[config.mk]
export PLATFORM = sky130hd
export DESIGN_NAME = addr_form_decoder
export DESIGN_NICKNAME = d
export VERILOG_FILES = /design/src/rtl/addr_form_pkg.sv /design/src/rtl/addr_form_lenrule.sv /design/src/rtl/addr_form_disp.sv /design/src/rtl/addr_form_decoder.sv
export SDC_FILE = /design/constraint.sdc
export NUM_CORES = 1
export LEC_CHECK = 0
export CAP_MARGIN = 20
export CORE_MARGIN = 1.5
export CORE_UTILIZATION = 28
export DETAILED_ROUTE_END_ITERATION = 10
export PLACE_DENSITY_LB_ADDON = 0.15
export SYNTH_ARGS = -nofsm -noshare
export SYNTH_HDL_FRONTEND = slang
export SYNTH_SLANG_ARGS = --single-unit
export TNS_END_PERCENT = 50
[constraint.sdc]
create_clock -name clk -period 2 [get_ports clk]
set_clock_uncertainty 0.15 [all_clocks]
set_input_delay 0.4 -clock clk [delete_from_list [all_inputs] [get_ports clk]]
set_output_delay 0.4 -clock clk [all_outputs]
set_load 0.02 [all_outputs]
[src/rtl/addr_form_pkg.sv]
package addr_form_pkg;
    typedef enum logic [1:0] {
        S_IDLE = 2'd0,
        S_SIB  = 2'd1,
        S_DISP = 2'd2,
        S_DONE = 2'd3
    } dec_state_e;

    localparam logic [1:0] MOD_MEM0 = 2'b00;
    localparam logic [1:0] MOD_MEM1 = 2'b01;
    localparam logic [1:0] MOD_MEM2 = 2'b10;
    localparam logic [1:0] MOD_REG  = 2'b11;
endpackage

[src/rtl/addr_form_lenrule.sv]
module addr_form_lenrule
    import addr_form_pkg::*;
#(
    parameter int LEN_W = 3
) (
    input  logic             wide,
    input  logic [1:0]       mod_f,
    input  logic [2:0]       rm_f,
    output logic [LEN_W-1:0] len,
    output logic             need_sib,
    output logic             reg_form
);
    always_comb begin
        reg_form = (mod_f == MOD_REG);
        need_sib = wide && !reg_form && (rm_f == 3'd4);
        unique case (mod_f)
            MOD_MEM0: begin
                if (wide) len = (rm_f == 3'd5) ? LEN_W'(4) : LEN_W'(0);
                else      len = (rm_f == 3'd6) ? LEN_W'(2) : LEN_W'(0);
            end
            MOD_MEM1: len = LEN_W'(1);
            MOD_MEM2: len = wide ? LEN_W'(4) : LEN_W'(2);
            default:  len = LEN_W'(0);
        endcase
    end
endmodule

[src/rtl/addr_form_disp.sv]
module addr_form_disp #(
    parameter int BYTE_W = 8,
    parameter int DISP_W = 32,
    parameter int POS_W  = $clog2(DISP_W / BYTE_W)
) (
    input  logic              clk,
    input  logic              rst_n,
    input  logic              clear,
    input  logic              load,
    input  logic [POS_W-1:0]  pos,
    input  logic              single,
    input  logic              wide,
    input  logic [BYTE_W-1:0] din,
    output logic [DISP_W-1:0] val
);
    localparam int HALF_W = DISP_W / 2;

    always_ff @(posedge clk) begin
        if (!rst_n) begin
            val <= '0;
        end else if (clear) begin
            val <= '0;
        end else if (load) begin
            if (single) begin
                if (wide) val <= {{(DISP_W-BYTE_W){din[BYTE_W-1]}}, din};
                else      val <= {{HALF_W{1'b0}}, {(HALF_W-BYTE_W){din[BYTE_W-1]}}, din};
            end else begin
                val[pos*BYTE_W +: BYTE_W] <= din;
            end
        end
    end
endmodule

[src/rtl/addr_form_decoder.sv]
module addr_form_decoder
    import addr_form_pkg::*;
#(
    parameter int BYTE_W = 8,
    parameter int DISP_W = 32,
    parameter int IDX_W  = 4,
    parameter int LEN_W  = 3
) (
    input  logic              clk,
    input  logic              rst_n,
    input  logic              in_valid,
    output logic              in_ready,
    input  logic [BYTE_W-1:0] in_byte,
    input  logic              wide_mode,
    input  logic              ext_r,
    input  logic              ext_x,
    input  logic              ext_b,
    output logic [1:0]        f_mod,
    output logic [IDX_W-1:0]  f_reg,
    output logic [IDX_W-1:0]  f_rm,
    output logic              is_reg,
    output logic [IDX_W-1:0]  reg_idx,
    output logic              has_sib,
    output logic [1:0]        sib_scale,
    output logic [IDX_W-1:0]  sib_index,
    output logic [IDX_W-1:0]  sib_base,
    output logic [LEN_W-1:0]  disp_len,
    output logic [DISP_W-1:0] disp_val,
    output logic              done
);
    localparam int POS_W = $clog2(DISP_W / BYTE_W);

    dec_state_e       state_q, state_d;
    logic [POS_W-1:0] cnt_q;
    logic             wide_q, ext_x_q, ext_b_q;
    logic             accept;

    logic [LEN_W-1:0] first_len;
    logic             first_sib, first_reg;
    logic [IDX_W-1:0] new_base;
    logic [LEN_W-1:0] sib_len;
    logic [IDX_W-1:0] rm_ext;

    assign in_ready = (state_q != S_DONE);
    assign done     = (state_q == S_DONE);
    assign accept   = in_valid && in_ready;

    addr_form_lenrule #(.LEN_W(LEN_W)) u_len (
        .wide     (wide_mode),
        .mod_f    (in_byte[7:6]),
        .rm_f     (in_byte[2:0]),
        .len      (first_len),
        .need_sib (first_sib),
        .reg_form (first_reg)
    );

    addr_form_disp #(.BYTE_W(BYTE_W), .DISP_W(DISP_W), .POS_W(POS_W)) u_disp (
        .clk    (clk),
        .rst_n  (rst_n),
        .clear  (accept && state_q == S_IDLE),
        .load   (accept && state_q == S_DISP),
        .pos    (cnt_q),
        .single (disp_len == LEN_W'(1)),
        .wide   (wide_q),
        .din    (in_byte),
        .val    (disp_val)
    );

    always_comb begin
        rm_ext   = {wide_mode & ext_b, in_byte[2:0]};
        new_base = {wide_q & ext_b_q, in_byte[2:0]};
        sib_len  = (f_mod == MOD_MEM0 && new_base == IDX_W'(5)) ? LEN_W'(4) : disp_len;
    end

    // Next-state logic
    always_comb begin
        state_d = state_q;
        unique case (state_q)
            S_IDLE: if (accept) begin
                if (first_reg)                    state_d = S_DONE;
                else if (first_sib)               state_d = S_SIB;
                else if (first_len != LEN_W'(0))  state_d = S_DISP;
                else                              state_d = S_DONE;
            end
            S_SIB: if (accept) begin
                state_d = (sib_len != LEN_W'(0)) ? S_DISP : S_DONE;
            end
            S_DISP: if (accept && (LEN_W'(cnt_q) + LEN_W'(1) == disp_len)) begin
                state_d = S_DONE;
            end
            S_DONE: state_d = S_IDLE;
        endcase
    end

    // State register
    always_ff @(posedge clk) begin
        if (!rst_n) state_q <= S_IDLE;
        else        state_q <= state_d;
    end

    // Field and output registers
    always_ff @(posedge clk) begin
        if (!rst_n) begin
            f_mod <= '0; f_reg <= '0; f_rm <= '0;
            is_reg <= 1'b0; reg_idx <= '0; has_sib <= 1'b0;
            sib_scale <= '0; sib_index <= '0; sib_base <= '0;
            disp_len <= '0; cnt_q <= '0;
            wide_q <= 1'b0; ext_x_q <= 1'b0; ext_b_q <= 1'b0;
        end else if (accept) begin
            unique case (state_q)
                S_IDLE: begin
                    f_mod     <= in_byte[7:6];
                    f_reg     <= {wide_mode & ext_r, in_byte[5:3]};
                    f_rm      <= first_sib ? {1'b0, in_byte[2:0]} : rm_ext;
                    is_reg    <= first_reg;
                    reg_idx   <= first_reg ? rm_ext : '0;
                    has_sib   <= first_sib;
                    sib_scale <= '0;
                    sib_index <= '0;
                    sib_base  <= '0;
                    disp_len  <= first_len;
                    cnt_q     <= '0;
                    wide_q    <= wide_mode;
                    ext_x_q   <= ext_x;
                    ext_b_q   <= ext_b;
                end
                S_SIB: begin
                    sib_scale <= in_byte[7:6];
                    sib_index <= {wide_q & ext_x_q, in_byte[5:3]};
                    sib_base  <= new_base;
                    disp_len  <= sib_len;
                end
                S_DISP:  cnt_q <= cnt_q + POS_W'(1);
                default: ;
            endcase
        end
    end

    // Assertions
    p_done_single_r9: assert property (@(posedge clk) disable iff (!rst_n)
        done |=> !done);
    p_hold_after_done_r9: assert property (@(posedge clk) disable iff (!rst_n)
        done |=> ($stable(f_mod) && $stable(f_reg) && $stable(f_rm) &&
                  $stable(is_reg) && $stable(disp_val) && $stable(disp_len)));
    p_reg_form_bare_r8: assert property (@(posedge clk) disable iff (!rst_n)
        is_reg |-> (disp_len == '0 && !has_sib));
    p_sib_wide_only_r4: assert property (@(posedge clk) disable iff (!rst_n)
        has_sib |-> wide_q);
    p_narrow_no_ext_r7: assert property (@(posedge clk) disable iff (!rst_n)
        (done && !wide_q) |-> (!f_reg[IDX_W-1] && !f_rm[IDX_W-1] && !reg_idx[IDX_W-1]));
    p_len_legal_r2: assert property (@(posedge clk) disable iff (!rst_n)
        done |-> (disp_len == 3'd0 || disp_len == 3'd1 || disp_len == 3'd2 || disp_len == 3'd4));
    p_short_sext_r6: assert property (@(posedge clk) disable iff (!rst_n)
        (done && wide_q && disp_len == 3'd1) |-> (disp_val[DISP_W-1:BYTE_W] == {(DISP_W-BYTE_W){disp_val[BYTE_W-1]}}));
endmodule

# Word level (Yosys, flattened, before mapping)
# Index checks and enable logic that the tools add are counted.
dict set report totals {
  regBits 68
  latch_bits 0
  mem_bits_rw 0
  mem_bits_ro 0
  inputBits 15
  out_inout_bits 63
  word_cells 86
  mem_count 0
}
dict set report op_classes {
  addsub 3
  mul 0
  n_div 0
  magnitude_cmp 0
  n_eq_ne 16
  n_shift 2
  n_mux 24
  bitwise_logic 5
  reduce_logical 20
}
# cell n
set op_table {}
lappend op_table {{2-to-1 mux 32 bit} 2}
lappend op_table {{negator 5 -> 34 bit} 1}
lappend op_table {{variable shift 8 x 34 -> 32 bit (first input constant)} 1}
lappend op_table {{variable part select 8 x 34 -> 32 bit} 1}
lappend op_table {{bitwise mux 32 bit} 1}
lappend op_table {{case mux 4 bit (2 select lines)} 2}
lappend op_table {{2-to-1 mux 2 bit} 6}
lappend op_table {{2-to-1 mux 3 bit} 4}
lappend op_table {{== test 3 bit (second input constant)} 3}
lappend op_table {{case mux 3 bit (3 select lines)} 1}
lappend op_table {{== test 2 bit (second input constant)} 4}
lappend op_table {{2-to-1 mux 4 bit} 2}
lappend op_table {{case mux 2 bit (2 select lines)} 2}
lappend op_table {{case mux 2 bit (4 select lines)} 1}
lappend op_table {{logical AND 1 bit} 7}
lappend op_table {{logical NOT 2 bit} 3}
lappend op_table {{inequality test 2 bit (second input constant)} 3}
lappend op_table {{case mux 3 bit (2 select lines)} 1}
lappend op_table {{AND reduction 2 bit} 3}
lappend op_table {{nonzero test 3 bit} 2}
lappend op_table {{AND 1 bit} 4}
lappend op_table {{== test 2 x 1 -> 1 bit (second input constant)} 2}
lappend op_table {{== test 4 x 3 -> 1 bit (second input constant)} 1}
lappend op_table {{nonzero test 2 bit} 2}
lappend op_table {{10 further kinds} 11}

# Longest topological paths before layout
dict set report depth {
  depth_word 10
  ltp_mapped 8
  depth_no_buf 6
}

# By module
# Synthesis repeated with hierarchy kept, for this count alone.
dict set report hier_totals {
  cells_unflattened 338
  area_unflattened_um2 3057.9
}
# module n_inst cells_per_inst area_each_um2 seq_area_each_um2
set by_module_without_submodules {}
lappend by_module_without_submodules {addr_form_disp 1 150 1498.9 640.6}
lappend by_module_without_submodules {addr_form_decoder 1 178 1488.9 720.7}
lappend by_module_without_submodules {addr_form_lenrule 1 10 70.1 0.0}

# Least setup slack after synthesis
# No wires, ideal clock.
dict set report synth_timing {
  path_type {reg2reg}
  from {register cnt_q[0]}
  to {register u_disp.val[21]}
  setup_time_ps 70
  t_arrival_ps 1734
  t_required_ps 1780
  path_slack_ps 46
  path_stages_with_launch 7
  path_buffers 0
  period_less_slack_ps 1954
  cell_sequence {dfxtp_1 > inv_2 > ha_1 > nand2_1 > nor4_2 > nand2_1 > a21oi_1}
}
dict set report synth_between {
  elab_chain_cells 4
  elab_cells_between_ends 5
  classes_between {add/sub: 1; shift: 2; mux: 2}
}
# item line_no
set synth_lines {}
lappend synth_lines {{from (decl)} addr_form_decoder.sv:34} ;# logic [POS_W-1:0] cnt_q;
lappend synth_lines {{from (signal assigned)} addr_form_decoder.sv:133} ;# S_DISP: cnt_q <= cnt_q + POS_W'(1);
lappend synth_lines {{negator 5 -> 34 bit *} addr_form_disp.sv:28} ;# val[pos*BYTE_W +: BYTE_W] <= din;
lappend synth_lines {{variable part select 8 x 34 -> 32 bit / variable shift 8 x 34 -> 32 bit (equally long branches)} addr_form_disp.sv:28}
lappend synth_lines {{bitwise mux 32 bit *} addr_form_disp.sv:28}
lappend synth_lines {{2-to-1 mux 32 bit *} addr_form_disp.sv:24} ;# if (single) begin
lappend synth_lines {{to (signal assigned)} addr_form_disp.sv:25} ;# if (wide) val <= {{(DISP_W-BYTE_W){din[BYTE_W-1]}}, din};
lappend synth_lines {{to (signal assigned)} addr_form_disp.sv:26} ;# else val <= {{HALF_W{1'b0}}, {(HALF_W-BYTE_W){din[BYTE_W-1]}}, din};
lappend synth_lines {{to (signal, indexed assignment)} addr_form_disp.sv:28}
lappend synth_lines {{to (decl)} addr_form_disp.sv:14} ;# output logic [DISP_W-1:0] val
# Every way passes the cells marked *; elsewhere a longest branch is shown, timed or not.
# A chain may end at the register's enable or synchronous reset.

# Final worst setup path
dict set report layout_timing {
  from {register disp_len[0]}
  to {output port disp_len[0]}
}
# item line_no
set layout_rtl {}
lappend layout_rtl {{from (decl)} addr_form_decoder.sv:27} ;# output logic [LEN_W-1:0] disp_len,
lappend layout_rtl {{from (signal assigned)} addr_form_decoder.sv:121} ;# disp_len <= first_len;
lappend layout_rtl {{from (signal assigned)} addr_form_decoder.sv:131} ;# disp_len <= sib_len;
# No word-level cell between the ends.

==> impl_metrics.py <==
metrics = {
    "outcome": {
        "status": "finished, final reports clean",
    },
    "sta": {
        "rsz0062_at_grt": "true",
        "fin_tns_setup_ns": 0,
        "setup_viol": 0,
        "hold_viol": 0,
        "holdWs_ns": 0.3020,
        "fmaxAchievable_mhz": 515.2,
        "min_period_ns": 1.941,
        "slew_headroom": 0.7314,
        "fin_crit_sh": 0.9705,
        "tightest_slew_ns": 0.4024,
        "slew_violations": 0,
    },
    "flow_run": {
        "cap_violations": 0,
    },
    "hold_path": {
        "hold_start": "u_disp.val[2]",
        "hp-class": "flop to flop",
    },
    "layout": {
        "top_register": "u_disp.val",
        "fillers": 1055,
        "final_cell_area_um2": 4433,
        "area_growth_pct": 47.69,
        "largest_register_ffs": 32,
        "layout_commonest_cell": "clkdlybuf4s50_1",
        "diodes": 0,
        "nets": 489,
        "drive_above_1_share": 0.1592,
        "final_cell_mix": "74 x clkdlybuf4s50_1, 71 x nand2_1, 68 x dfxtp_1",
    },
    "logic_synthesis": {
        "synthMuxAreaShare": 0,
        "synth_area_um2": 3002,
        "synth-seq-cells": 68,
        "synth_edf_count": 0,
        "yosys.area_share.simple": 0.2163,
        "synth_top_family_by_area": "compound AO/OA/AOI/OAI gates",
        "synth-xor-area-share": 0.008754,
        "synthesis.nets": 379,
        "yosysWarningCount": 0,
        "avgSynthCellArea_um2": 8.432,
        "ys_seq_area_frac": 0.4535,
        "synth_top_flop_cell": "dfxtp_1",
        "synth_fa_ha_area_frac": 0.03335,
        "synthArstFlopShare": 0,
        "yosysUniqueCellTypes": 48,
        "syn_inst": 356,
        "synth-compound-area-share": 0.2459,
    },
    "detailed_routing": {
        "vias": 2928,
        "drc_errors": 0,
        "drtPass1Iterations": 4,
        "via_per_inst": 4.824,
        "ant_nets": 0,
        "avgRoutedWirePerCell_um": 15.22,
        "routed_wl_um": 9241,
        "drt_iter0_markers": 212,
    },
    "clocking": {
        "holdBufCountCts": 0,
        "cts_sinks": 68,
        "numCtsBuffers": 9,
        "root_buffer": "clkbuf_8",
        "htree_num_levels": 3,
        "cts_tree": "yes",
        "clk_pin_slew_ns": 0.07,
        "clkLatencyLatePin_ns": 0.35,
        "ctsLongestPathBuffers": 2,
    },
    "placed_design": {
        "place_area_um2": 4175,
        "place_hpwl_um": 6606,
        "gp_congestion": 0.8900,
        "port_buffers": 77,
    },
    "setup_path": {
        "crit_start": "disp_len[0]",
        "endpoint_kind": "output pin",
        "crit_fanout": 5,
        "cp.arrival_ns": 1.39,
        "critPathKind": "flop to output pin",
        "r2r-start": "state_q[1]",
        "path_cells": "buf_4 > clkdlybuf4s50_1",
        "required_ns": 1.45,
        "start_kind": "flop",
        "cpPeakStageDelay_ns": 0.60,
        "critPathBufInv": 2,
        "crit_family": "buffers and inverters",
        "critPathSlowestCell": "clkdlybuf4s50_1",
    },
    "floorplan": {
        "ios": 78,
        "dieArea_um2": 11350,
        "fp.dieW_um": 106.5,
        "die_y_um": 106.5,
        "num_rows": 37,
        "floorplan.initialDensity": 0.2895,
        "coreArea_um2": 10370,
    },
    "power": {
        "vdd_drop_max_uv": 345.4,
        "finalPower_uw": 4455,
        "cellLeakagePower_uw": 0.001585,
        "p_per_area_nw_per_um2": 1005,
    },
    "grt": {
        "grt_antenna_before_repair": 0,
        "grt_pass1_vias": 2764,
        "grt_usage": 0.1657,
        "grt_first_pass_wirelength_um": 14420,
        "grt.overflow.total": 0,
        "grt_max_degree": 24,
    },
}
-- cell families (layout without fill, tap and decap cells) --
logic type      count (synthesis)  in the layout
compound gates                118            118
xor+xnor                        3              3
fa+ha+maj                       8              8
buf+inv                        29            144
flops                          68             68
simple gates                  130            130
-- worst min-delay path, cell delays in order, from the launching register on --
cell and delay [ns]:
dfxtp_1 0.31, nand2_1 0.05, a21oi_1 0.05
-- synthesized netlist by cell type, drive strengths merged, types with 2 or more instances --
master   n  area share
nand2   71       0.089
a21oi   69        0.14
dfxtp   68        0.45
o21ai   26       0.043
nand3   18       0.030
inv     11       0.014
buf     10       0.018
clkbuf   8       0.010
ha       8       0.033
nor2     8       0.010
a22o     6       0.018
nand4    6       0.013
nand2b   5       0.010
nor4     4       0.018
a31o     3      0.0088
nand3b   3      0.0088
nor2b    3      0.0063
nor3     3      0.0050
a21o     2      0.0050
a32oi    2      0.0058
and2     2      0.0042
or2      2      0.0042
xnor2    2      0.0058
-- what timing repair did --
item	CTS	global route
pin swaps	0	1
gates resized for setup	3	2
endpoints found under the setup margin	3	7
setup buffers	0	1
-- routing by layer --
layer  share of wire  track usage  wire length, µm
met5               0            0                0
met4           0.030      0.08667              277
met3           0.042      0.02759              390
met2            0.45       0.2415             4128
met1            0.48       0.2330             4444
-- per-stage QoR --
| step | setup slack [ns] | util | cells |
|---|---|---|---|
| finish | 0.05894 | 0.4275 | 607 |
| global route | -0.002266 | 0.4275 | 607 |
| CTS | 0.03680 | 0.4263 | 606 |
| detailed placement | -0.1076 | 0.4026 | 590 |
| global placement | -0.02565 | 0.4026 | 590 |
| floorplan | 0.04640 | - | 356 |
-- power by group --
part	total, µW	internal, µW	leakage (µW)	switching (µW)
clock network	1420	870	0.000124	547
logic	1480	625	0.000910	854
registers	1560	1470	0.000551	90.3
total	4460	2960	0.00158	1490
-- worst paths after layout --
path	depth (start not counted)	slack (ns)	to
hold / removal	2	0.30	u_disp.val[2]
setup reg to reg	6	0.10	disp_len[2]
setup / recovery	2	0.06	disp_len[0]
hold reg to reg	2	0.30	u_disp.val[2]
-- layout make-up --
cell class	instances	area [µm²]	area share
multi-input combinational	259	1519	0.3426
sequential	68	1361	0.3071
timing repair buffer	117	1092	0.2464
tap	136	170.2	0.03839
clock buffer	11	141.4	0.03189
clock inverter	5	107.6	0.02427
inverter	11	41.29	0.009314
(Power assumes the default switching activity.)
